**src/rtl/mp_rx_pkg.sv**
```systemverilog
package mp_rx_pkg;
  localparam int DATA_BITS = 8;

  localparam logic [7:0] CMD_RX_ON   = 8'h12;
  localparam logic [7:0] CMD_RX_OFF  = 8'h13;
  localparam logic [7:0] CMD_MP_HUNT = 8'h16;

  typedef enum logic [2:0] {
    ST_IDLE,
    ST_START,
    ST_DATA,
    ST_MP,
    ST_STOP
  } rx_state_e;

  typedef struct packed {
    logic                 mp;
    logic [DATA_BITS-1:0] data;
  } rx_char_t;
endpackage

```
**src/rtl/rx_cmd_ctrl.sv**
```systemverilog
module rx_cmd_ctrl
  import mp_rx_pkg::*;
(
  input  logic       clk_i,
  input  logic       rst_ni,
  input  logic       cmd_valid_i,
  input  logic [7:0] cmd_code_i,
  input  logic       char_done_i,
  input  logic       char_ok_i,
  input  logic       char_mp_i,
  output logic       rx_on_o,
  output logic       hunt_o,
  output logic       flag_clr_o
);
  logic is_on, is_off, is_hunt;
  assign is_on   = cmd_valid_i && (cmd_code_i == CMD_RX_ON);
  assign is_off  = cmd_valid_i && (cmd_code_i == CMD_RX_OFF);
  assign is_hunt = cmd_valid_i && (cmd_code_i == CMD_MP_HUNT);
  assign flag_clr_o = is_off;

  always_ff @(posedge clk_i or negedge rst_ni) begin
    if (!rst_ni) begin
      rx_on_o <= 1'b0;
      hunt_o  <= 1'b0;
    end else begin
      if (is_off)      rx_on_o <= 1'b0;
      else if (is_on)  rx_on_o <= 1'b1;
      // a fresh arm wins over an address match in the same cycle
      if (is_hunt)     hunt_o <= 1'b1;
      else if (char_done_i && char_ok_i && char_mp_i) hunt_o <= 1'b0;
    end
  end

  a_r2_on_holds: assert property (@(posedge clk_i) disable iff (!rst_ni)
    rx_on_o && !is_off |=> rx_on_o);
  a_r6_hunt_ends: assert property (@(posedge clk_i) disable iff (!rst_ni)
    hunt_o && char_done_i && char_ok_i && char_mp_i && !cmd_valid_i |=> !hunt_o);
  a_r11_unknown_ignored: assert property (@(posedge clk_i) disable iff (!rst_ni)
    cmd_valid_i && !is_on && !is_off && !is_hunt && !char_done_i
      |=> $stable(rx_on_o) && $stable(hunt_o));
endmodule

```
**src/rtl/rx_bit_engine.sv**
```systemverilog
module rx_bit_engine
  import mp_rx_pkg::*;
#(
  parameter int OSR        = 16,
  parameter int SYNC_DEPTH = 2
) (
  input  logic     clk_i,
  input  logic     rst_ni,
  input  logic     run_i,
  input  logic     tick_i,
  input  logic     rxd_i,
  output logic     done_o,
  output logic     stop_ok_o,
  output rx_char_t char_o
);
  localparam int CW = $clog2(OSR);
  localparam int IW = $clog2(DATA_BITS);
  localparam logic [CW-1:0] MID  = CW'(OSR/2 - 1);
  localparam logic [CW-1:0] LAST = CW'(OSR - 1);

  logic [SYNC_DEPTH-1:0] sync_q;
  logic                  rxd_s;
  rx_state_e             state_q;
  logic [CW-1:0]         cnt_q;
  logic [IW-1:0]         idx_q;
  logic [DATA_BITS-1:0]  shreg_q;
  logic                  mp_q;

  always_ff @(posedge clk_i or negedge rst_ni) begin
    if (!rst_ni) sync_q <= '1;
    else         sync_q <= {sync_q[SYNC_DEPTH-2:0], rxd_i};
  end
  assign rxd_s = sync_q[SYNC_DEPTH-1];

  always_ff @(posedge clk_i or negedge rst_ni) begin
    if (!rst_ni) begin
      state_q   <= ST_IDLE;
      cnt_q     <= '0;
      idx_q     <= '0;
      shreg_q   <= '0;
      mp_q      <= 1'b0;
      done_o    <= 1'b0;
      stop_ok_o <= 1'b0;
    end else if (!run_i) begin
      state_q   <= ST_IDLE;
      cnt_q     <= '0;
      idx_q     <= '0;
      shreg_q   <= '0;
      mp_q      <= 1'b0;
      done_o    <= 1'b0;
    end else begin
      done_o <= 1'b0;
      if (tick_i) begin
        unique case (state_q)
          ST_IDLE: if (!rxd_s) begin
            state_q <= ST_START;
            cnt_q   <= '0;
          end
          ST_START: begin
            if (cnt_q == MID) begin
              cnt_q   <= '0;
              idx_q   <= '0;
              state_q <= rxd_s ? ST_IDLE : ST_DATA;
            end else cnt_q <= cnt_q + 1'b1;
          end
          ST_DATA: begin
            if (cnt_q == LAST) begin
              cnt_q   <= '0;
              shreg_q <= {rxd_s, shreg_q[DATA_BITS-1:1]};
              if (idx_q == IW'(DATA_BITS - 1)) state_q <= ST_MP;
              else idx_q <= idx_q + 1'b1;
            end else cnt_q <= cnt_q + 1'b1;
          end
          ST_MP: begin
            if (cnt_q == LAST) begin
              cnt_q   <= '0;
              mp_q    <= rxd_s;
              state_q <= ST_STOP;
            end else cnt_q <= cnt_q + 1'b1;
          end
          ST_STOP: begin
            if (cnt_q == LAST) begin
              cnt_q     <= '0;
              done_o    <= 1'b1;
              stop_ok_o <= rxd_s;
              state_q   <= ST_IDLE;
            end else cnt_q <= cnt_q + 1'b1;
          end
          default: state_q <= ST_IDLE;
        endcase
      end
    end
  end

  assign char_o = '{mp: mp_q, data: shreg_q};

  a_r3_off_flushes: assert property (@(posedge clk_i) disable iff (!rst_ni)
    !run_i |=> state_q == ST_IDLE && shreg_q == '0 && !done_o);
  a_r4_done_single: assert property (@(posedge clk_i) disable iff (!rst_ni)
    done_o |=> !done_o);
endmodule

```
**src/rtl/rx_char_fifo.sv**
```systemverilog
module rx_char_fifo #(
  parameter int DEPTH = 4,
  parameter int WIDTH = 9
) (
  input  logic                         clk_i,
  input  logic                         rst_ni,
  input  logic                         push_i,
  input  logic [WIDTH-1:0]             wdata_i,
  input  logic                         pop_i,
  output logic [WIDTH-1:0]             head_o,
  output logic                         full_o,
  output logic                         empty_o,
  output logic [$clog2(DEPTH+1)-1:0]   level_o
);
  localparam int AW = (DEPTH > 1) ? $clog2(DEPTH) : 1;
  localparam int LW = $clog2(DEPTH + 1);

  logic [WIDTH-1:0] mem_q [DEPTH];
  logic [AW-1:0]    wp_q, rp_q;
  logic [LW-1:0]    cnt_q;
  logic             do_push, do_pop;

  assign full_o  = (cnt_q == LW'(DEPTH));
  assign empty_o = (cnt_q == '0);
  assign do_push = push_i && !full_o;
  assign do_pop  = pop_i && !empty_o;
  assign head_o  = mem_q[rp_q];
  assign level_o = cnt_q;

  function automatic logic [AW-1:0] nxt(input logic [AW-1:0] p);
    return (p == AW'(DEPTH - 1)) ? '0 : p + 1'b1;
  endfunction

  always_ff @(posedge clk_i or negedge rst_ni) begin
    if (!rst_ni) begin
      wp_q  <= '0;
      rp_q  <= '0;
      cnt_q <= '0;
      for (int i = 0; i < DEPTH; i++) mem_q[i] <= '0;
    end else begin
      if (do_push) begin
        mem_q[wp_q] <= wdata_i;
        wp_q        <= nxt(wp_q);
      end
      if (do_pop) rp_q <= nxt(rp_q);
      if (do_push && !do_pop)      cnt_q <= cnt_q + 1'b1;
      else if (do_pop && !do_push) cnt_q <= cnt_q - 1'b1;
    end
  end

  a_r9_no_overflow: assert property (@(posedge clk_i) disable iff (!rst_ni)
    push_i |-> !full_o);
  a_r9_pop_drops_one: assert property (@(posedge clk_i) disable iff (!rst_ni)
    pop_i && !empty_o && !push_i |=> level_o == $past(level_o) - 1'b1);
  a_r9_empty_pop_idle: assert property (@(posedge clk_i) disable iff (!rst_ni)
    pop_i && empty_o && !push_i |=> empty_o);
endmodule

```
**src/rtl/mp_async_rx.sv**
```systemverilog
module mp_async_rx
  import mp_rx_pkg::*;
#(
  parameter int OSR        = 16,
  parameter int FIFO_DEPTH = 4,
  parameter int SYNC_DEPTH = 2
) (
  input  logic                              clk_i,
  input  logic                              rst_ni,
  input  logic                              tick16_i,
  input  logic                              rxd_i,
  input  logic                              cmd_valid_i,
  input  logic [7:0]                        cmd_code_i,
  input  logic                              rd_en_i,
  output logic [DATA_BITS-1:0]              rd_data_o,
  output logic                              rd_mp_o,
  output logic                              rd_empty_o,
  output logic [$clog2(FIFO_DEPTH+1)-1:0]   rd_level_o,
  output logic                              rx_on_o,
  output logic                              mp_hunt_o,
  output logic                              frame_err_o,
  output logic                              overrun_o
);
  localparam int CHW = $bits(rx_char_t);

  logic     run, hunt, flag_clr;
  logic     done, stop_ok;
  rx_char_t rx_char, head;
  logic     keep, push, full;

  rx_cmd_ctrl u_cmd (
    .clk_i       (clk_i),
    .rst_ni      (rst_ni),
    .cmd_valid_i (cmd_valid_i),
    .cmd_code_i  (cmd_code_i),
    .char_done_i (done),
    .char_ok_i   (stop_ok),
    .char_mp_i   (rx_char.mp),
    .rx_on_o     (run),
    .hunt_o      (hunt),
    .flag_clr_o  (flag_clr)
  );

  rx_bit_engine #(.OSR(OSR), .SYNC_DEPTH(SYNC_DEPTH)) u_eng (
    .clk_i     (clk_i),
    .rst_ni    (rst_ni),
    .run_i     (run),
    .tick_i    (tick16_i),
    .rxd_i     (rxd_i),
    .done_o    (done),
    .stop_ok_o (stop_ok),
    .char_o    (rx_char)
  );

  // address filter: during a hunt only flag-1 characters pass
  assign keep = done && stop_ok && !(hunt && !rx_char.mp);
  assign push = keep && !full;

  rx_char_fifo #(.DEPTH(FIFO_DEPTH), .WIDTH(CHW)) u_fifo (
    .clk_i   (clk_i),
    .rst_ni  (rst_ni),
    .push_i  (push),
    .wdata_i (rx_char),
    .pop_i   (rd_en_i),
    .head_o  (head),
    .full_o  (full),
    .empty_o (rd_empty_o),
    .level_o (rd_level_o)
  );

  always_ff @(posedge clk_i or negedge rst_ni) begin
    if (!rst_ni) begin
      frame_err_o <= 1'b0;
      overrun_o   <= 1'b0;
    end else if (flag_clr) begin
      frame_err_o <= 1'b0;
      overrun_o   <= 1'b0;
    end else begin
      if (done && !stop_ok) frame_err_o <= 1'b1;
      if (keep && full)     overrun_o   <= 1'b1;
    end
  end

  assign rd_data_o = head.data;
  assign rd_mp_o   = head.mp;
  assign rx_on_o   = run;
  assign mp_hunt_o = hunt;

  a_r5_hunt_drops: assert property (@(posedge clk_i) disable iff (!rst_ni)
    hunt && done && !rx_char.mp |-> !push);
  a_r8_frame_err: assert property (@(posedge clk_i) disable iff (!rst_ni)
    done && !stop_ok && !flag_clr |=> frame_err_o);
  a_r8_bad_not_stored: assert property (@(posedge clk_i) disable iff (!rst_ni)
    done && !stop_ok |-> !push);
  a_r10_overrun: assert property (@(posedge clk_i) disable iff (!rst_ni)
    keep && full && !flag_clr |=> overrun_o);
  a_r12_clear: assert property (@(posedge clk_i) disable iff (!rst_ni)
    flag_clr |=> !frame_err_o && !overrun_o);
endmodule

```
**config.mk**
```make
export PLATFORM = sky130hd
export DESIGN_NAME = mp_async_rx
export DESIGN_NICKNAME = d
export VERILOG_FILES = /design/src/rtl/mp_rx_pkg.sv /design/src/rtl/rx_cmd_ctrl.sv /design/src/rtl/rx_bit_engine.sv /design/src/rtl/rx_char_fifo.sv /design/src/rtl/mp_async_rx.sv
export SDC_FILE = /design/constraint.sdc
export NUM_CORES = 1
export LEC_CHECK = 0
export BUFFER_PORTS_ARGS = -buffer_cell sky130_fd_sc_hd__buf_2
export CORE_ASPECT_RATIO = 0.5
export CORE_UTILIZATION = 55
export DETAILED_ROUTE_END_ITERATION = 8
export GPL_ROUTABILITY_DRIVEN = 0
export GPL_TIMING_DRIVEN = 0
export PLACE_DENSITY = 0.75
export SYNTH_ARGS = -nofsm -noshare
export SYNTH_HDL_FRONTEND = slang
export SYNTH_HIERARCHICAL = 1
export SYNTH_SLANG_ARGS = --single-unit
export TNS_END_PERCENT = 30
```
**constraint.sdc**
```tcl
create_clock -name clk_i -period 6.2 [get_ports clk_i]
set_input_delay 1.55 -clock clk_i [delete_from_list [all_inputs] [get_ports clk_i]]
set_output_delay 1.55 -clock clk_i [all_outputs]
set_load 0.03 [all_outputs]
```
# Word-level counts from Yosys, hierarchy flattened
# Cells that the tools add are included.
word_totals:
  elab_cells: 144
  inputBits: 14
  output_inout_bits: 17
  regBits: 70
classes:
  muxes: 52
  bitwise_logic: 2
  order_cmp: 3
  n_reduce_logical: 36
  eq_ne: 26
  n_addsub: 6
op_table:
  columns: ["op", "n"]
  rows:
  - ["3-bit 2-to-1 mux", 15]
  - ["36-bit bitwise mux", 1]
  - ["8-bit 2-to-1 mux", 4]
  - ["9-bit 2-to-1 mux", 3]
  - ["8-bit by 5-bit equality test with 1-bit output (second input constant)", 3]
  - ["4-bit 2-to-1 mux", 5]
  - ["9-bit binary-select mux with 2-bit select", 1]
  - ["9-bit demux with 2-bit select", 1]
  - ["1-bit 2-to-1 mux", 16]
  - ["1-bit logical AND", 15]
  - ["3-bit by 2-bit inequality test with 1-bit output (second input constant)", 5]
  - ["3-bit case mux with 5 select lines", 1]
  - ["4-bit case mux with 3 select lines", 1]
  - ["2-bit nonzero test", 5]
  - ["3-bit equality test (second input constant)", 3]
  - ["3-bit AND reduction", 3]
  - ["1-bit zero test", 7]
  - ["7-bit AND reduction", 1]
  - ["3-bit by 1-bit adder with 3-bit output (second input constant)", 2]
  - ["3-bit by 2-bit equality test with 1-bit output (second input constant)", 2]
  - ["3-bit greater-or-equal comparator (second input constant)", 2]
  - ["3-bit zero test", 2]
  - ["2-bit 2-to-1 mux", 3]
  - ["2-bit by 1-bit inequality test with 1-bit output (second input constant)", 3]
  - ["other kinds (17)", 21]

# Longest topological paths before layout
depth:
  word_depth: 10
  mapped_depth: 10
  mapped_depth_nobuf: 9

# Hierarchy
# Netlist, hierarchy kept.
modules_own_cells:
  columns: ["module", "area_per_inst_um2", "cells_each", "seq_area_each_um2", "n_inst"]
  rows:
  - ["rx_char_fifo", 1968.1, 123, 1076.0, 1]
  - ["rx_bit_engine", 1252.5, 126, 578.1, 1]
  - ["rx_cmd_ctrl", 151.4, 12, 50.0, 1]
  - ["mp_async_rx", 115.1, 12, 50.0, 1]

# Worst setup path before layout
# Ideal clock, no wire load.
synth_timing:
  kind: "flip-flop to output port"
  start: "register u_fifo.cnt_q[0], in the netlist u_fifo/level_o[0]"
  end: "output rd_empty_o"
  required_time_ns: 4.650
  slack_ns: 3.331
  path_buffers: 0
  arrival_ns: 1.319
  path_stages_with_launch: 2
  path_cell_list: "dfrtp_1 > nor3_1"
synth_via:
  elab_chain_cells: 1
synth_lines:
  columns: ["item", "line", "source"]
  rows:
  - ["from (decl)", "rx_char_fifo.sv:20", "logic [LW-1:0] cnt_q;"]
  - ["from (signal assigned)", "rx_char_fifo.sv:46", "if (do_push && !do_pop) cnt_q <= cnt_q + 1'b1;"]
  - ["from (signal assigned)", "rx_char_fifo.sv:47", "else if (do_pop && !do_push) cnt_q <= cnt_q - 1'b1;"]
  - ["3-bit zero test", "rx_char_fifo.sv:24", "assign empty_o = (cnt_q == '0);"]
  - ["to (decl)", "mp_async_rx.sv:17", "output logic rd_empty_o,"]
# Every way passes these cells.

# Worst setup path in the final report
layout_timing:
  start: "register u_fifo.rp_q[0]"
  end: "output rd_mp_o"
layout_via:
  elab_chain_cells: 4
layout_lines:
  columns: ["item", "line", "source"]
  rows:
  - ["from (decl)", "rx_char_fifo.sv:19", "logic [AW-1:0] wp_q, rp_q;"]
  - ["from (signal assigned)", "rx_char_fifo.sv:45", "if (do_pop) rp_q <= nxt(rp_q);"]
  - ["2-bit NOT with 3-bit output (not written as such)", "rx_char_fifo.sv:27", "assign head_o = mem_q[rp_q];"]
  - ["9-bit binary-select mux with 2-bit select", "rx_char_fifo.sv:27", null]
  - ["9-bit 2-to-1 mux (not written as such) (2 in series)", "rx_char_fifo.sv:27", null]
  - ["to (decl)", "mp_async_rx.sv:16", "output logic rd_mp_o,"]
# Every way passes these cells. The select of a mux whose other input is x is not followed.

==> out/qor.yml <==
status: "finished, final reports clean"
muxShareOfSynthArea_pct: 20.8
fin_crit_sh_pct: 54.5
worst_pin_slew_ps: 853
report.final.slew_viol_count: 0
grt_pass1_vias: 2305
vdd_drop_max_uv: 169
cp_common_cell: "buf_2"
internal_power_w: 0.000989
ys.flop_type: "dfrtp_1"
grt_remaining_overflow: 0
relSlewSlack_pct: 43.2
ctsLongestPathBuffers: 2
n_fill_cell: 446
antenna_found_initial: 0
grt_use_total_pct: 22.8
synthDistinctLibCells: 54
setup_viol: 0
fp.coreArea_sq_mm: 0.00608
synth_xor_area_share_pct: 0.753
cp-end-kind: "primary output"
drive_gt1_share_pct: 36.7
maxCapViolations: 0
whs_ps: 355
critPathKind: "flop to primary output"
grt_pass1_wl_mm: 11.3
cts_made_buffers: 9
wirelength_mm: 6.52
min_period_ps: 3380
timing.setup.tns_ps: 0
rows: 20
ctsHoldBuffers: 0
synth_area_leader_cell: "dfrtp_1"
cpMaxStageDelayCell: "mux4_2"
cts_tree: "done"
rsz0062_at_grt: "no"
synth_top_area_share_pct: 48.8
hold_viol_final: 0
first_pass_iters: 4
root_buffer: "clkbuf_16"
clock_latency_ps: 340
mostFrequentLayoutCells: "68 x dfrtp_1, 40 x mux2_2, 34 x buf_2, 18 x inv_1, 14 x nand2_1"
switching_share_pct: 33.3
crit_path_start_kind: "flop"
ios: 31
worstPathArrival_ps: 1830
critPathMaxStageDelay_ps: 550
yosysSeqAreaShare_pct: 50.3
numPortBuffers: 30
combinationalPowerShare_pct: 25.5
yosys.area_share.simple_pct: 14.2
die_x_um: 115
ys_warn_count: 6
power.switching_w: 0.000494
multi_input_area_sq_mm: 0.00162
antenna_cells: 0
fin_skew_ps: 8.49
ant_nets: 0
die-height_um: 58.3
synth_cells: 273
clock_sinks: 70
max_freq_ghz: 0.296
vias: 2237
synth_edf_count: 0
ys_async_sr_fraction_pct: 100
post_cts_buffers: 0
grt_max_degree: 71
hpwl_mm: 4.33
cp_cell_sequence: "buf_2 -> mux4_2 -> buf_2"
initialDrtViolationCount: 114
synth_compound_area_share_pct: 6.85
clkTransAtPathRegs_ps: 50
synthTopCellsByArea: "dfrtp_1 49%, mux2_2 13%, mux4_2 5.8%"
p_clk_share_pct: 34.3
wire_per_inst_um: 16.0
synth_fp_nets: 297
ys_ff_latch: 70
p_seq_share_pct: 40.2
synth_top_family_by_area: "multiplexers"
htree_num_levels: 3
required_ps: 4650
netlist_area_sq_mm: 0.00349
regArea_sq_mm: 0.00175
drc_errors: 0
hold_class: "flop to flop"
synth_adder_area_share_pct: 3.80
mostFrequentLayoutCell: "dfrtp_1"
die-area_sq_mm: 0.00668
synthToLayoutAreaGrowth_pct: 16.1
final_nets: 338
p_per_area_mw_per_mm2: 366
post_drt_via_cell_ratio: 5.50
ctsResizeCount: 0
start_util_pct: 57.3
worstPathMaxFanout: 10
syn_area_per_cell_sq_um: 12.8
p_leak_nw: 1.95
-- final cells by class --
type                    count  area share, %
clock inverters             7           1.82
inverters                  18           1.67
well taps                  88           2.72
multi-input cells         176           40.0
repair buffers             30           3.77
plain buffers               9           1.08
flip-flops and latches     70           43.3
clock buffers               9           5.56
-- registers in the layout, summed over array words and instances, names as in the netlist, 2 cells and up --
name,cells
u_eng/idx_q,3
u_fifo/mem_q,36
u_eng/shreg_q,8
u_fifo/level_o,3
u_fifo/rp_q,2
u_eng/cnt_q,4
u_fifo/wp_q,2
u_eng/state_q,3
u_eng/sync_q,2
-- synthesized netlist by cell type, types with 2 or more instances --
library cell  count
ha_1              9
inv_1            18
nand2b_1          8
nor2_2            4
mux2i_1           4
mux2_1            3
mux4_2            9
a21oi_1           2
nor4b_1           2
nor2_1            7
dfstp_2           2
a21o_1            5
dfrtp_1          68
o21ai_0           3
nor3_1            3
nand3b_1          2
nand3_1          12
xor2_1            2
mux2_2           40
nand4_1           2
buf_2             5
clkbuf_1          3
o21ai_1          11
nor4_1            4
nand2_1          14
nor2b_1           3
-- critical path: cells and delay by family, from the launching register on --
| kind | cells | cell delay [ps] |
|---|---|---|
| buffers and inverters | 2 | 540 |
| flip-flops | 1 | 400 |
| multiplexers | 1 | 550 |
-- final timing paths --
check	start	end	slack, ps	depth (start not counted)
max	u_fifo/rp_q[0]$_DFFE_PN0P_	rd_mp_o	2820	3
min	u_eng/sync_q[0]$_DFF_PN1_	u_eng/sync_q[1]$_DFF_PN1_	350	0
max reg2reg	u_fifo/level_o[0]$_DFFE_PN0P_	u_fifo/level_o[2]$_DFFE_PN0P_	3470	9
min reg2reg	u_eng/sync_q[0]$_DFF_PN1_	u_eng/sync_q[1]$_DFF_PN1_	350	0
max in group asynchronous	rst_ni	u_eng/state_q[1]$_DFFE_PN0P_	4320	1
min in group asynchronous	rst_ni	u_fifo/mem_q[28]$_DFFE_PN0P_	1320	1
-- power by group through the flow --
stage / Sequential [W] / Combinational, W / Clock, W
after floorplan: 0.000604 / 0.000271 / 0
after global placement: 0.000594 / 0.000364 / 0
after detailed placement: 0.000600 / 0.000376 / 0
after CTS: 0.000594 / 0.000380 / 0.000519
after global routing: 0.000607 / 0.000418 / 0.000544
final: 0.000596 / 0.000378 / 0.000509
-- routing by layer --
metal	share of wire (%)	wire length, um	GRT usage (%)	vias to the layer above
li1	-	-	-	1065
met3	4.2	272	9.17	8
met2	48	3140	36.7	34
met1	47	3070	29.7	1130
met4	0.64	42	5.01	0
met5	0	0	0	-
-- cell families (layout without fill, tap and decap cells) --
family / count (synthesis) / count (layout)
adders and majority gates: 10 / 10
muxes: 56 / 56
buffers and inverters: 27 / 73
and+or+nand+nor: 76 / 76
xor gates and xnor gates: 3 / 3
AOI/OAI and AO/OA: 31 / 31
DFF: 70 / 70
-- metrics by stage --
stage               cell area [sq um]  setup WS, ps  util, %  instances  total power (W)
floorplan                        3490          3330        -        273         0.000875
global placement                 3750          3170     61.6        391         0.000958
detailed placement               3750          3160     61.7        391         0.000976
CTS                              4050          2780     66.6        407          0.00149
global route                     4050          2690     66.6        407          0.00157
finish                           4050          2820     66.6        407          0.00148
Note: power is estimated with default switching activity, not from simulation.
